===== src/rtl/fdma_pkg.sv =====
package fdma_pkg;
  typedef enum logic [1:0] {
    PH_CHK = 2'd0,
    PH_RD  = 2'd1,
    PH_WR  = 2'd2
  } phase_e;
endpackage


===== src/rtl/fdma_req_flag.sv =====
module fdma_req_flag (
  input  logic clk,
  input  logic rst,
  input  logic set_i,
  input  logic clr_i,
  output logic req_o
);
  always_ff @(posedge clk) begin
    if (rst)        req_o <= 1'b0;
    else if (clr_i) req_o <= 1'b0;
    else if (set_i) req_o <= 1'b1;
  end


  req_sticky_chk: assert property (@(posedge clk) disable iff (rst)
    (req_o && !clr_i) |=> req_o);
endmodule


===== src/rtl/fdma_ctrl.sv =====
module fdma_ctrl
  import fdma_pkg::*;
#(
  parameter int CW = 8,
  parameter int DW = 8
) (
  input  logic          clk,
  input  logic          rst,
  input  logic          go_set,
  input  logic          cfg_dir_out,
  input  logic [CW-1:0] cfg_count,
  input  logic          in_req,
  input  logic          out_req,
  input  logic          in_empty,
  input  logic          out_full,
  input  logic          in_head_cmd,
  input  logic          cmd_read,
  input  logic [DW-1:0] in_rdata,
  input  logic [DW-1:0] far_rdata,
  output phase_e        phase_q,
  output logic          dir_q,
  output logic          go_q,
  output logic [CW-1:0] cnt_q,
  output logic          done_q,
  output logic          dma_irq_q,
  output logic          cmd_irq_q,
  output logic [DW-1:0] byte_q
);
  localparam logic [CW-1:0] CNT_ONE = CW'(1);

  logic can_in, start_in, hit_cmd, start_out, last_byte;

  always_comb begin
    can_in    = go_q && !dir_q && in_req && !in_empty && !cmd_irq_q;
    start_in  = can_in && !in_head_cmd;
    hit_cmd   = can_in && in_head_cmd && (phase_q == PH_CHK);
    start_out = go_q && dir_q && out_req && !out_full;
    last_byte = (cnt_q == CNT_ONE);
  end

  always_ff @(posedge clk) begin
    if (rst) begin
      phase_q   <= PH_CHK;
      dir_q     <= 1'b0;
      go_q      <= 1'b0;
      cnt_q     <= '0;
      done_q    <= 1'b0;
      dma_irq_q <= 1'b0;
      byte_q    <= '0;
    end else begin
      dma_irq_q <= 1'b0;
      unique case (phase_q)
        PH_CHK: begin
          if (go_set) begin
            dir_q     <= cfg_dir_out;
            cnt_q     <= cfg_count;
            go_q      <= (cfg_count != '0);
            done_q    <= (cfg_count == '0);
            dma_irq_q <= (cfg_count == '0);
          end else if (start_in || start_out) begin
            phase_q <= PH_RD;
          end
        end
        PH_RD: begin
          byte_q  <= dir_q ? far_rdata : in_rdata;
          phase_q <= PH_WR;
        end
        PH_WR: begin
          cnt_q   <= cnt_q - CNT_ONE;
          phase_q <= PH_CHK;
          if (last_byte) begin
            go_q      <= 1'b0;
            done_q    <= 1'b1;
            dma_irq_q <= 1'b1;
          end
        end
        default: phase_q <= PH_CHK;
      endcase
    end
  end

  always_ff @(posedge clk) begin
    if (rst)           cmd_irq_q <= 1'b0;
    else if (cmd_read) cmd_irq_q <= 1'b0;
    else if (hit_cmd)  cmd_irq_q <= 1'b1;
  end


  dma_irq_done_chk: assert property (@(posedge clk) disable iff (rst)
    dma_irq_q |-> (done_q && !go_q));

  done_idle_chk: assert property (@(posedge clk) disable iff (rst)
    (done_q && !go_q) |-> (phase_q == PH_CHK || $past(go_q)));

  cmd_block_chk: assert property (@(posedge clk) disable iff (rst)
    (cmd_irq_q && phase_q == PH_CHK) |=> (phase_q == PH_CHK || dir_q));
endmodule


===== src/rtl/fifo_dma_seq.sv =====
module fifo_dma_seq
  import fdma_pkg::*;
#(
  parameter int CW = 8,
  parameter int DW = 8
) (
  input  logic          clk,
  input  logic          rst,
  input  logic          go_set,
  input  logic          cfg_dir_out,
  input  logic [CW-1:0] cfg_count,
  input  logic          in_trig_full,
  input  logic          out_trig_empty,
  input  logic          in_empty,
  input  logic          in_full,
  input  logic          in_head_cmd,
  input  logic [DW-1:0] in_rdata,
  input  logic          cmd_read,
  input  logic [DW-1:0] far_rdata,
  input  logic          out_empty,
  input  logic          out_full,
  output logic          in_pop,
  output logic          far_wr,
  output logic          far_rd,
  output logic          out_push,
  output logic [DW-1:0] xfer_data,
  output logic [CW-1:0] count_left,
  output logic          done,
  output logic          dma_irq,
  output logic          cmd_irq,
  output logic          svc_irq
);
  localparam int NREQ = 2;

  phase_e          phase_q;
  logic            dir_q, go_q, done_q, dma_irq_q, cmd_irq_q, svc_q;
  logic [CW-1:0]   cnt_q;
  logic [DW-1:0]   byte_q;
  logic [NREQ-1:0] req_set, req_clr, req_q;

  always_comb begin
    req_set[0] = in_trig_full ? in_full : !in_empty;
    req_clr[0] = in_empty;
    req_set[1] = out_trig_empty ? out_empty : !out_full;
    req_clr[1] = out_full;
  end

  for (genvar g = 0; g < NREQ; g++) begin : g_req
    fdma_req_flag u_flag (
      .clk   (clk),
      .rst   (rst),
      .set_i (req_set[g]),
      .clr_i (req_clr[g]),
      .req_o (req_q[g])
    );
  end

  fdma_ctrl #(.CW(CW), .DW(DW)) u_ctrl (
    .clk         (clk),
    .rst         (rst),
    .go_set      (go_set),
    .cfg_dir_out (cfg_dir_out),
    .cfg_count   (cfg_count),
    .in_req      (req_q[0]),
    .out_req     (req_q[1]),
    .in_empty    (in_empty),
    .out_full    (out_full),
    .in_head_cmd (in_head_cmd),
    .cmd_read    (cmd_read),
    .in_rdata    (in_rdata),
    .far_rdata   (far_rdata),
    .phase_q     (phase_q),
    .dir_q       (dir_q),
    .go_q        (go_q),
    .cnt_q       (cnt_q),
    .done_q      (done_q),
    .dma_irq_q   (dma_irq_q),
    .cmd_irq_q   (cmd_irq_q),
    .byte_q      (byte_q)
  );

  always_ff @(posedge clk) begin
    if (rst) svc_q <= 1'b0;
    else     svc_q <= (dir_q ? req_q[1] : req_q[0]) && !go_q;
  end

  always_comb begin
    in_pop     = (phase_q == PH_RD) && !dir_q;
    far_rd     = (phase_q == PH_RD) &&  dir_q;
    far_wr     = (phase_q == PH_WR) && !dir_q;
    out_push   = (phase_q == PH_WR) &&  dir_q;
    xfer_data  = byte_q;
    count_left = cnt_q;
    done       = done_q;
    dma_irq    = dma_irq_q;
    cmd_irq    = cmd_irq_q;
    svc_irq    = svc_q;
  end


  strobe_onehot_chk: assert property (@(posedge clk) disable iff (rst)
    $onehot0({in_pop, far_wr, far_rd, out_push}));

  no_pop_empty_chk: assert property (@(posedge clk) disable iff (rst)
    in_pop |-> !in_empty);

  no_push_full_chk: assert property (@(posedge clk) disable iff (rst)
    out_push |-> !out_full);

  in_pair_chk: assert property (@(posedge clk) disable iff (rst)
    in_pop |=> far_wr);

  out_pair_chk: assert property (@(posedge clk) disable iff (rst)
    far_rd |=> out_push);

  count_step_chk: assert property (@(posedge clk) disable iff (rst)
    (far_wr || out_push) |=> (count_left == $past(count_left) - CW'(1)));

  svc_quiet_chk: assert property (@(posedge clk) disable iff (rst)
    (in_pop || far_wr || far_rd || out_push) |-> !svc_irq);

  cmd_no_pop_chk: assert property (@(posedge clk) disable iff (rst)
    cmd_irq |-> !in_pop);
endmodule


===== config.mk =====
export PLATFORM = sky130hd
export DESIGN_NAME = fifo_dma_seq
export DESIGN_NICKNAME = d
export VERILOG_FILES = /design/src/rtl/fdma_pkg.sv /design/src/rtl/fdma_req_flag.sv /design/src/rtl/fdma_ctrl.sv /design/src/rtl/fifo_dma_seq.sv
export SDC_FILE = /design/constraint.sdc
export NUM_CORES = 1
export LEC_CHECK = 0
export BUFFER_PORTS_ARGS = -buffer_cell sky130_fd_sc_hd__buf_2
export CAP_MARGIN = 15
export CORE_ASPECT_RATIO = 2
export CORE_UTILIZATION = 49
export CTS_CLUSTER_SIZE = 10
export DETAILED_ROUTE_END_ITERATION = 7
export PLACE_DENSITY = 0.82
export REMOVE_ABC_BUFFERS = 1
export SLEW_MARGIN = 5
export SYNTH_ARGS = -nofsm -noshare
export SYNTH_HDL_FRONTEND = slang
export SYNTH_SLANG_ARGS = --single-unit

===== constraint.sdc =====
create_clock -name clk -period 2.72 [get_ports clk]
set_input_delay 0.544 -clock clk [delete_from_list [all_inputs] [get_ports clk]]
set_output_delay 0.544 -clock clk [all_outputs]
set_load 0.02 [all_outputs]

Word-level counts from Yosys, hierarchy flattened
Cells that the tools add are included.
{ "word_totals": {"elab_cells": 70, "mem_bits_rw": 0, "reg_bits": 26, "romBits": 0, "latch_bits": 0, "mem_count": 0, "in_bits": 36, "output_inout_bits": 24} }
{ "classes": {"n_div": 0, "n_mul": 0, "muxes": 18, "n_lt_le_gt_ge": 0, "add_sub_neg": 1, "eq_ne": 7, "n_bitwise": 0, "n_shift": 0, "n_reduce_logical": 33} }
{ "op_table": {"columns": ["operator", "count"], "rows": [
  ["$mux 8", 2],
  ["$pmux 8 s2", 1],
  ["$logic_and 1x1->1", 15],
  ["$mux 1", 9],
  ["$eq 8x1->1 const B", 1],
  ["$logic_not 8->1", 1],
  ["$reduce_bool 8->1", 1],
  ["$sub 8x1->8 const B", 1],
  ["$logic_not 1->1", 6],
  ["$ne 2x2->1 const B", 3],
  ["$pmux 1 s2", 3],
  ["$reduce_and 2->1", 3],
  ["$reduce_or 2->1", 3],
  ["$mux 2", 2],
  ["$pmux 2 s2", 1],
  ["$reduce_and 3->1", 1],
  ["$eq 2x1->1 const B", 1],
  ["$eq 2x2->1 const B", 1],
  ["$logic_not 2->1", 1],
  ["$ne 2x1->1 const B", 1],
  ["$reduce_bool 2->1", 1],
  ["$logic_or 1x1->1", 1]
]} }

Depth between registers and ports, before layout
Gate-level depths: netlist of the first run.
{ "depth": {"depth_word": 10, "mapped_depth": 6} }

By module
From an unflattened synthesis of the first run, not the netlist that was laid out.
{ "hier_totals": {"hier_cells": 156, "hier_area_um2": 1420.1} }
{ "by_module_without_submodules": {"columns": ["module", "area_each_um2", "cells_each", "n_inst", "seq_area_each_um2"], "rows": [
  ["fdma_ctrl", 1260.0, 139, 1, 460.4],
  ["fifo_dma_seq", 92.6, 11, 1, 20.0],
  ["fdma_req_flag", 33.8, 3, 2, 20.0]
]} }

Worst setup path after synthesis of the first run
No wires, ideal clock.
{ "synth_path": {"path_type": "register to output", "startpoint": "register u_ctrl.phase_q[0]", "endpoint": "output port in_pop", "path_slack_ps": 905, "stages_incl_launch_ff": 6, "t_arrival_ps": 1271, "required_time_ps": 2176, "path_buffers": 3, "path_cell_list": "dfxtp_1 > buf_2 > nor2b_1 > buf_2 > buf_2 > nor2b_1"} }
{ "synth_between": {"elab_chain_cells": 2} }
{ "synth_rtl": {"columns": ["element", "line", "text"], "rows": [
  ["start, declared", "fdma_ctrl.sv:20", "output phase_e phase_q,"],
  ["start signal, assigned", "fdma_ctrl.sv:43", "phase_q <= PH_CHK;"],
  ["start signal, assigned", "fdma_ctrl.sv:61", "phase_q <= PH_RD;"],
  ["start signal, assigned", "fdma_ctrl.sv:66", "phase_q <= PH_WR;"],
  ["$eq 2x1->1", "fifo_dma_seq.sv:88", "in_pop = (phase_q == PH_RD) && !dir_q;"],
  ["$logic_and 1x1->1", "fifo_dma_seq.sv:88", null],
  ["end, declared", "fifo_dma_seq.sv:22", "output logic in_pop,"]
]} }
No other way between the ends.

Final worst setup path of the first run
Ends and elaborated chain as after synthesis.

==> metrics.cfg, run 1 <==
[synth]
syn-mean-instance-area_um2=8.936
async_flop_share=0
synth_compound_area_frac=0.1921
ys.flop_type=dfxtp_1
synth_top_cell_by_area=dfxtp_1
muxShareOfSynthArea=0.06812
synth-edff-count=0
synthDominantCellAreaShare=0.3936
yosysUniqueCellTypes=42
ys_ff_latch=26
synth_top_family_by_area=simple AND/OR/NAND/NOR gates
yosys.area_share.simple=0.2668
synthTopCellsByArea=dfxtp_1, a211oi_1, mux2i_1, nor2_1, nor2b_1
yosys.area_share.adder=0.01892
synth_xor_area_frac=0.01325
yosysSeqAreaShare=0.3936
yosysWarningCount=0
syn_inst=148
syn-cell-area_um2=1323

[clock_tree]
cts_buffer_depth=2
cts-root-buf=clkbuf_8
cts-resized-gates=0
clkLatencyLatePin_ps=260
holdBufCountCts=0
post_cts_buffers=0
clock_sinks=26
cts_made_buffers=3
path_clk_slew_ps=90
cts.htree.levels=1
cts_tree=done

[place]
dp_hpwl_um=2510
pre_cts_ws_ps=997.9
post-place-cells=228
port_buffers=59
finalWeightedCongestion=0.8360

[sta]
fin_worst_skew_ps=4.530
fin_setup_tns_ps=0
tightest_slew_ps=488.7
rsz0062_at_grt=false
min_period_over_period=0.7487
relSlewSlack=0.6742
fin_ws_ps=683.6
hold_viol=0
final_max_slew_viol_count=0
setup_viol=0
max_freq_ghz=0.4911
period_needed_ps=2036
holdWs_ps=425.2

[drt]
vias_per_cell=5.716
drtAntennaViolNets=0
drcViolationCount=0
drt-initial-drc-count=29
wirelength_um=3271
dr.pass1.iters=4
vias=1326
wl_per_cell_um=14.10

[floorplanning]
start_util=0.5146
fp.dieH_um=75.47
die_area_um2=2923
die_width_um=38.74
ios=60
row_count=26
core_area_um2=2570

[pwr]
vdd_drop_max_mv=0.3426
power_uw=790.2
power.leakage_uw=0.0007446
power_density_nw_per_um2=470.6

[critical_path]
worstPathMaxFanout=9
cp.required_ps=2180
rr_startpoint=u_ctrl.phase_q[1]$_SDFFE_PP0P_
end_kind=output port
start_kind=flip-flop
worstPathArrival_ps=1490
crit_top_cell=nor2b_1
worstSetupPathType=reg2out
crit_chain=nor2b_1 -> nor2b_1 -> buf_2
crit_path_top_delay_cell=dfxtp_1
cpPeakStageDelay_ps=460
critPathLaunch=u_ctrl.phase_q[0]$_SDFFE_PP0P_

[grt]
grt_pass1_wl_um=5347
grt_pass1_vias=1249
grt-ovfl-total=0
grt_start_max_net_pins=27
track_usage=0.2473
antenna_found_initial=0

[flow_run]
max_cap_viol_count=0

[worst_hold_path]
hold_class=in2reg
hold_path.startpoint=cmd_read

[final_layout]
area_growth_pct=26.96
diodes=0
fin_nets=243
post_layout_nonfiller_instances=232
drive_above_1_share=0.3676

[run_status]
status=completed

-- layout make-up --
class,count,area (µm²)
timing repair buffer,61,310.3
clock buffer,4,55.05
inverter,5,18.77
tap,28,35.03
multi-input combinational,108,739.5
fill,210,890.9
sequential,26,520.5
-- power by group --
group	leakage (µW)	internal (µW)	total [µW]	switching, µW
Sequential	0.000213	394	414	19.4
Clock	0.0000288	129	248	119
Combinational	0.000503	58.9	128	69.4
Total	0.000745	582	790	208
-- through the flow --
step / cell area (µm²) / util
after CTS: 1679 / 0.6534
after detailed placement: 1624 / 0.6319
after floorplan: 1279 / -
final: 1679 / 0.6534
after global routing: 1679 / 0.6534
after global placement: 1624 / 0.6319
-- synth_stat cells (2+ instances only) --
cell type	number
a211oi_1	17
mux2i_1	9
a31oi_1	2
or4_4	2
clkbuf_1	2
xor2_1	2
nand2_1	7
buf_2	5
dfxtp_1	26
nor2b_1	5
and2_1	2
o21ai_0	5
nor2_1	20
a21oi_1	5
nor3_1	5
inv_1	5
o22ai_1	3
ha_1	2
-- registers in the layout, summed over array words and instances (netlist names) --
| register | flops |
|---|---|
| u_ctrl.go_q | 1 |
| g_req.u_flag.req_o | 2 |
| u_ctrl.cnt_q | 8 |
| u_ctrl.done_q | 1 |
| u_ctrl.cmd_irq_q | 1 |
| u_ctrl.dma_irq_q | 1 |
| u_ctrl.dir_q | 1 |
| u_ctrl.byte_q | 8 |
| u_ctrl.phase_q | 2 |
| svc_irq | 1 |
-- final timing paths --
kind / to / slack, ps / depth (start not counted)
max reg2reg: u_ctrl.cnt_q[5]$_SDFFE_PP0P_ / 1170 / 4
max: in_pop / 680 / 3
min reg2reg: u_ctrl.byte_q[2]$_SDFFE_PP0N_ / 500 / 2
min: u_ctrl.cmd_irq_q$_SDFFE_PP0P_ / 430 / 2
-- routing by layer --
metal | vias to the layer above | share of wire | track usage
met5 | - | 0 | 0
met4 | 0 | 0.023 | 0.08812
met3 | 10 | 0.055 | 0.02041
met2 | 72 | 0.53 | 0.4519
met1 | 595 | 0.39 | 0.2855
li1 | 649 | - | -
-- logic make-up (layout without fill, tap and decap cells) --
kind of cell,after synthesis,count (layout)
muxes,9,9
adders and majority gates,2,2
AOI/OAI and AO/OA,37,37
and+or+nand+nor,58,58
buffers and inverters,14,70
DFF,26,26
xor gates and xnor gates,2,2
-- placed cells by master, fill, tap and decap left out, drive strengths merged, types with 2 or more instances in the layout --
cell type / Yosys / final
o21ai: 5 / 5
o22ai: 3 / 3
inv: 5 / 5
nand2: 8 / 8
ha: 2 / 2
and2: 3 / 3
nor2b: 5 / 5
nor2: 21 / 21
buf: 7 / 61
mux2i: 9 / 9
a31oi: 2 / 2
xor2: 2 / 2
a211oi: 18 / 18
nor3: 5 / 5
nor4: 2 / 2
dfxtp: 26 / 26
clkbuf: 2 / 4
a21oi: 5 / 5
or4: 2 / 2
-- critical path, delay by kind of cell, from the launching register on --
kind / cells / cell delay [ps]
buffers and inverters: 1 / 170
DFF: 1 / 460
and+or+nand+nor: 2 / 600
Power figures use the tool's default switching activity.
==> run 2: changes to the inputs <==
- CORE_UTILIZATION: 49 -> 46
- PLACE_DENSITY: 0.82 -> 0.78
- clock period: 2.72 -> 1.91 ns (I/O delays scaled with it)
==> run 2 against run 1 <==
Sequential share of layout area decreased by 0.29 points. Largest power group unchanged. Total power rose by 42%. Combinational power is 44% higher. Clock-buffer cell count is the same. Die area grew 6.3%. Cell count rose by 1.3%. Setup slack got worse by 530 ps. Clock skew up 1.6 ps. Register-to-register slack got worse by 670 ps. Global-route usage fell by 1.5 points.
==> metrics.cfg, run 2 (synthesized netlist as in run 1, its figures left out) <==
[run_status]
status=completed  ; unchanged

[sta]
setup_viol=0  ; unchanged
fin_worst_skew_ps=6.089  ; was 4.530 ps
rsz0062_at_grt=false  ; unchanged
relSlewSlack=0.6612  ; was 0.6742
period_needed_ps=1759
min_period_over_period=0.9207
max_freq_ghz=0.5687
hold_viol=0  ; unchanged
final_max_slew_viol_count=0  ; unchanged
fin_setup_tns_ps=0  ; unchanged
tightest_slew_ps=506.3  ; was 488.7 ps

[grt]
grt-ovfl-total=0  ; unchanged
grt_pass1_wl_um=5326  ; was 5347 µm
grt_pass1_vias=1291  ; was 1249
grt_start_max_net_pins=27  ; unchanged
antenna_found_initial=0  ; unchanged
track_usage=0.2321  ; was 0.2473

[pwr]
power.leakage_uw=0.0007557  ; was 0.0007446 µW
vdd_drop_max_mv=0.3918  ; was 0.3426 mV
power_uw=1122  ; was 790.2 µW
power_density_nw_per_um2=660.3  ; was 470.6 nW/µm²

[drt]
vias_per_cell=5.728  ; was 5.716
wirelength_um=3324  ; was 3271 µm
wl_per_cell_um=14.14  ; was 14.10 µm
dr.pass1.iters=4  ; unchanged
drt-initial-drc-count=51  ; was 29
vias=1346  ; was 1326
drtAntennaViolNets=0  ; unchanged
drcViolationCount=0  ; unchanged

[critical_path]
worstPathMaxFanout=9  ; unchanged
worstPathArrival_ps=1380  ; was 1490 ps
reg2reg_slack_ps=500  ; was 1170 ps
r2r_cells=4  ; unchanged
start_kind=flip-flop  ; unchanged
worstSetupPathDepth=3  ; unchanged
crit_chain=and2b_1 -> and2_1 -> buf_2  ; was nor2b_1 -> nor2b_1 -> buf_2
critPathLaunch=u_ctrl.phase_q[0]$_SDFFE_PP0P_  ; unchanged
r2r-end=u_ctrl.cnt_q[3]$_SDFFE_PP0P_  ; was u_ctrl.cnt_q[5]$_SDFFE_PP0P_
cp.required_ps=1530  ; was 2180 ps
cp_num_buf_inv=1  ; unchanged
cpPeakStageDelay_ps=460  ; about the same
end_kind=output port  ; unchanged
worstSetupPathType=reg2out  ; unchanged
rr_startpoint=u_ctrl.phase_q[1]$_SDFFE_PP0P_  ; unchanged
crit_path_top_delay_cell=dfxtp_1  ; unchanged
critPathTopFamily=simple AND/OR/NAND/NOR gates  ; unchanged
endpoint=out_push  ; was in_pop

[clock_tree]
clock_sinks=26  ; unchanged
cts-root-buf=clkbuf_8  ; unchanged
cts_tree=done  ; unchanged
holdBufCountCts=0  ; unchanged
cts_made_buffers=3  ; unchanged
cts.htree.levels=1  ; unchanged
cts_buffer_depth=2  ; unchanged
clkLatencyLatePin_ps=270  ; was 260 ps
path_clk_slew_ps=90  ; about the same

[final_layout]
area_growth_pct=28.48  ; was 26.96%
reg_top3=u_ctrl.byte_q (8), u_ctrl.cnt_q (8)  ; unchanged
final_cell_mix=buf_2, dfxtp_1, nor2_1, a211oi_1, mux2i_1  ; unchanged
diodes=0  ; unchanged
layout_commonest_cell=buf_2  ; unchanged
drive_above_1_share=0.3835  ; was 0.3676
fin_nets=245  ; was 243
fillers=255  ; was 210

[floorplanning]
fp.dieH_um=77.83  ; was 75.47 µm
die_width_um=39.92  ; was 38.74 µm
core_area_um2=2736  ; was 2570 µm²
die_area_um2=3107  ; was 2923 µm²
row_count=27  ; was 26
start_util=0.4833  ; was 0.5146
ios=60  ; unchanged

[place]
port_buffers=59  ; unchanged
finalWeightedCongestion=0.7726  ; was 0.8360
dp_hpwl_um=2575  ; was 2510 µm

[flow_run]
max_cap_viol_count=0  ; unchanged

[worst_hold_path]
hold_class=in2reg  ; unchanged

## run 2: cell types whose count changed in the layout (fill, tap and decap cells not counted), sizes merged
cell / previous run / this run
buf: 61 / 63
## run 2: worst min-delay path by stage
stage                                  startpoint                       endpoint  slack [ps]  depth (start not counted)
finish                                   cmd_read  u_ctrl.cmd_irq_q$_SDFFE_PP0P_         270                          2
global route                             cmd_read  u_ctrl.cmd_irq_q$_SDFFE_PP0P_         280                          2
CTS                                      cmd_read  u_ctrl.cmd_irq_q$_SDFFE_PP0P_         280                          2
floorplan                u_ctrl.go_q$_SDFFE_PP0P_             svc_irq$_SDFF_PP0_         430                          1
global placement    u_ctrl.byte_q[2]$_SDFFE_PP0N_  u_ctrl.byte_q[2]$_SDFFE_PP0N_         490                          2
detailed placement  u_ctrl.byte_q[5]$_SDFFE_PP0N_  u_ctrl.byte_q[5]$_SDFFE_PP0N_         490                          2
## run 2: area by class of cell
type / instances / area (µm²) / share of cell area
multi-input cells: 108 / 742.0 / 0.4367
inverters: 5 / 18.77 / 0.01105
well taps: 29 / 36.28 / 0.02135
flip-flops and latches: 26 / 521.8 / 0.3071
repair buffers: 63 / 325.3 / 0.1915
clock buffers: 4 / 55.05 / 0.03240
## run 2: worst register-to-register path, cell delays in order, from the launching register on
cell      delay [ps]
dfxtp_2          470
nor2_1            80
nor2_1           400
o21ai_0          140
a211oi_1         240
## run 2: per-layer routing
| layer | global-route usage | wire [µm] | vias to the layer above |
|---|---|---|---|
| li1 | - | - | 652 |
| met1 | 0.2495 | 1261 | 624 |
| met2 | 0.4226 | 1809 | 64 |
| met3 | 0.03143 | 210 | 6 |
| met4 | 0.06897 | 42 | 0 |
| met5 | 0 | 0 | - |
## run 2: repair_timing
action / in CTS / in global routing
buffers inserted: 0 / 0
endpoints found under the setup margin: 0 / 3
gates resized for setup: 0 / 2
## run 2: power by group
part | switching [µW] | leakage [µW] | internal, µW
clock network | 165 | 0.0000288 | 184
logic | 98.8 | 0.000514 | 85.6
registers | 27.3 | 0.000213 | 561
## run 2: stage by stage
stage | worst slack (ps) | area, µm² | instances | hold slack (ps) | util
2_1_floorplan | 11.52 | 1279 | 139 | 426.6 | -
3_3_place_gp | 394.8 | 1640 | 231 | 485.3 | 0.5995
3_5_place_dp | 348.4 | 1640 | 231 | 493.3 | 0.5995
4_1_cts | 50.67 | 1695 | 235 | 275.0 | 0.6196
5_1_grt | 15.91 | 1699 | 235 | 278.1 | 0.6209
6_report | 151.4 | 1699 | 235 | 274.8 | 0.6209
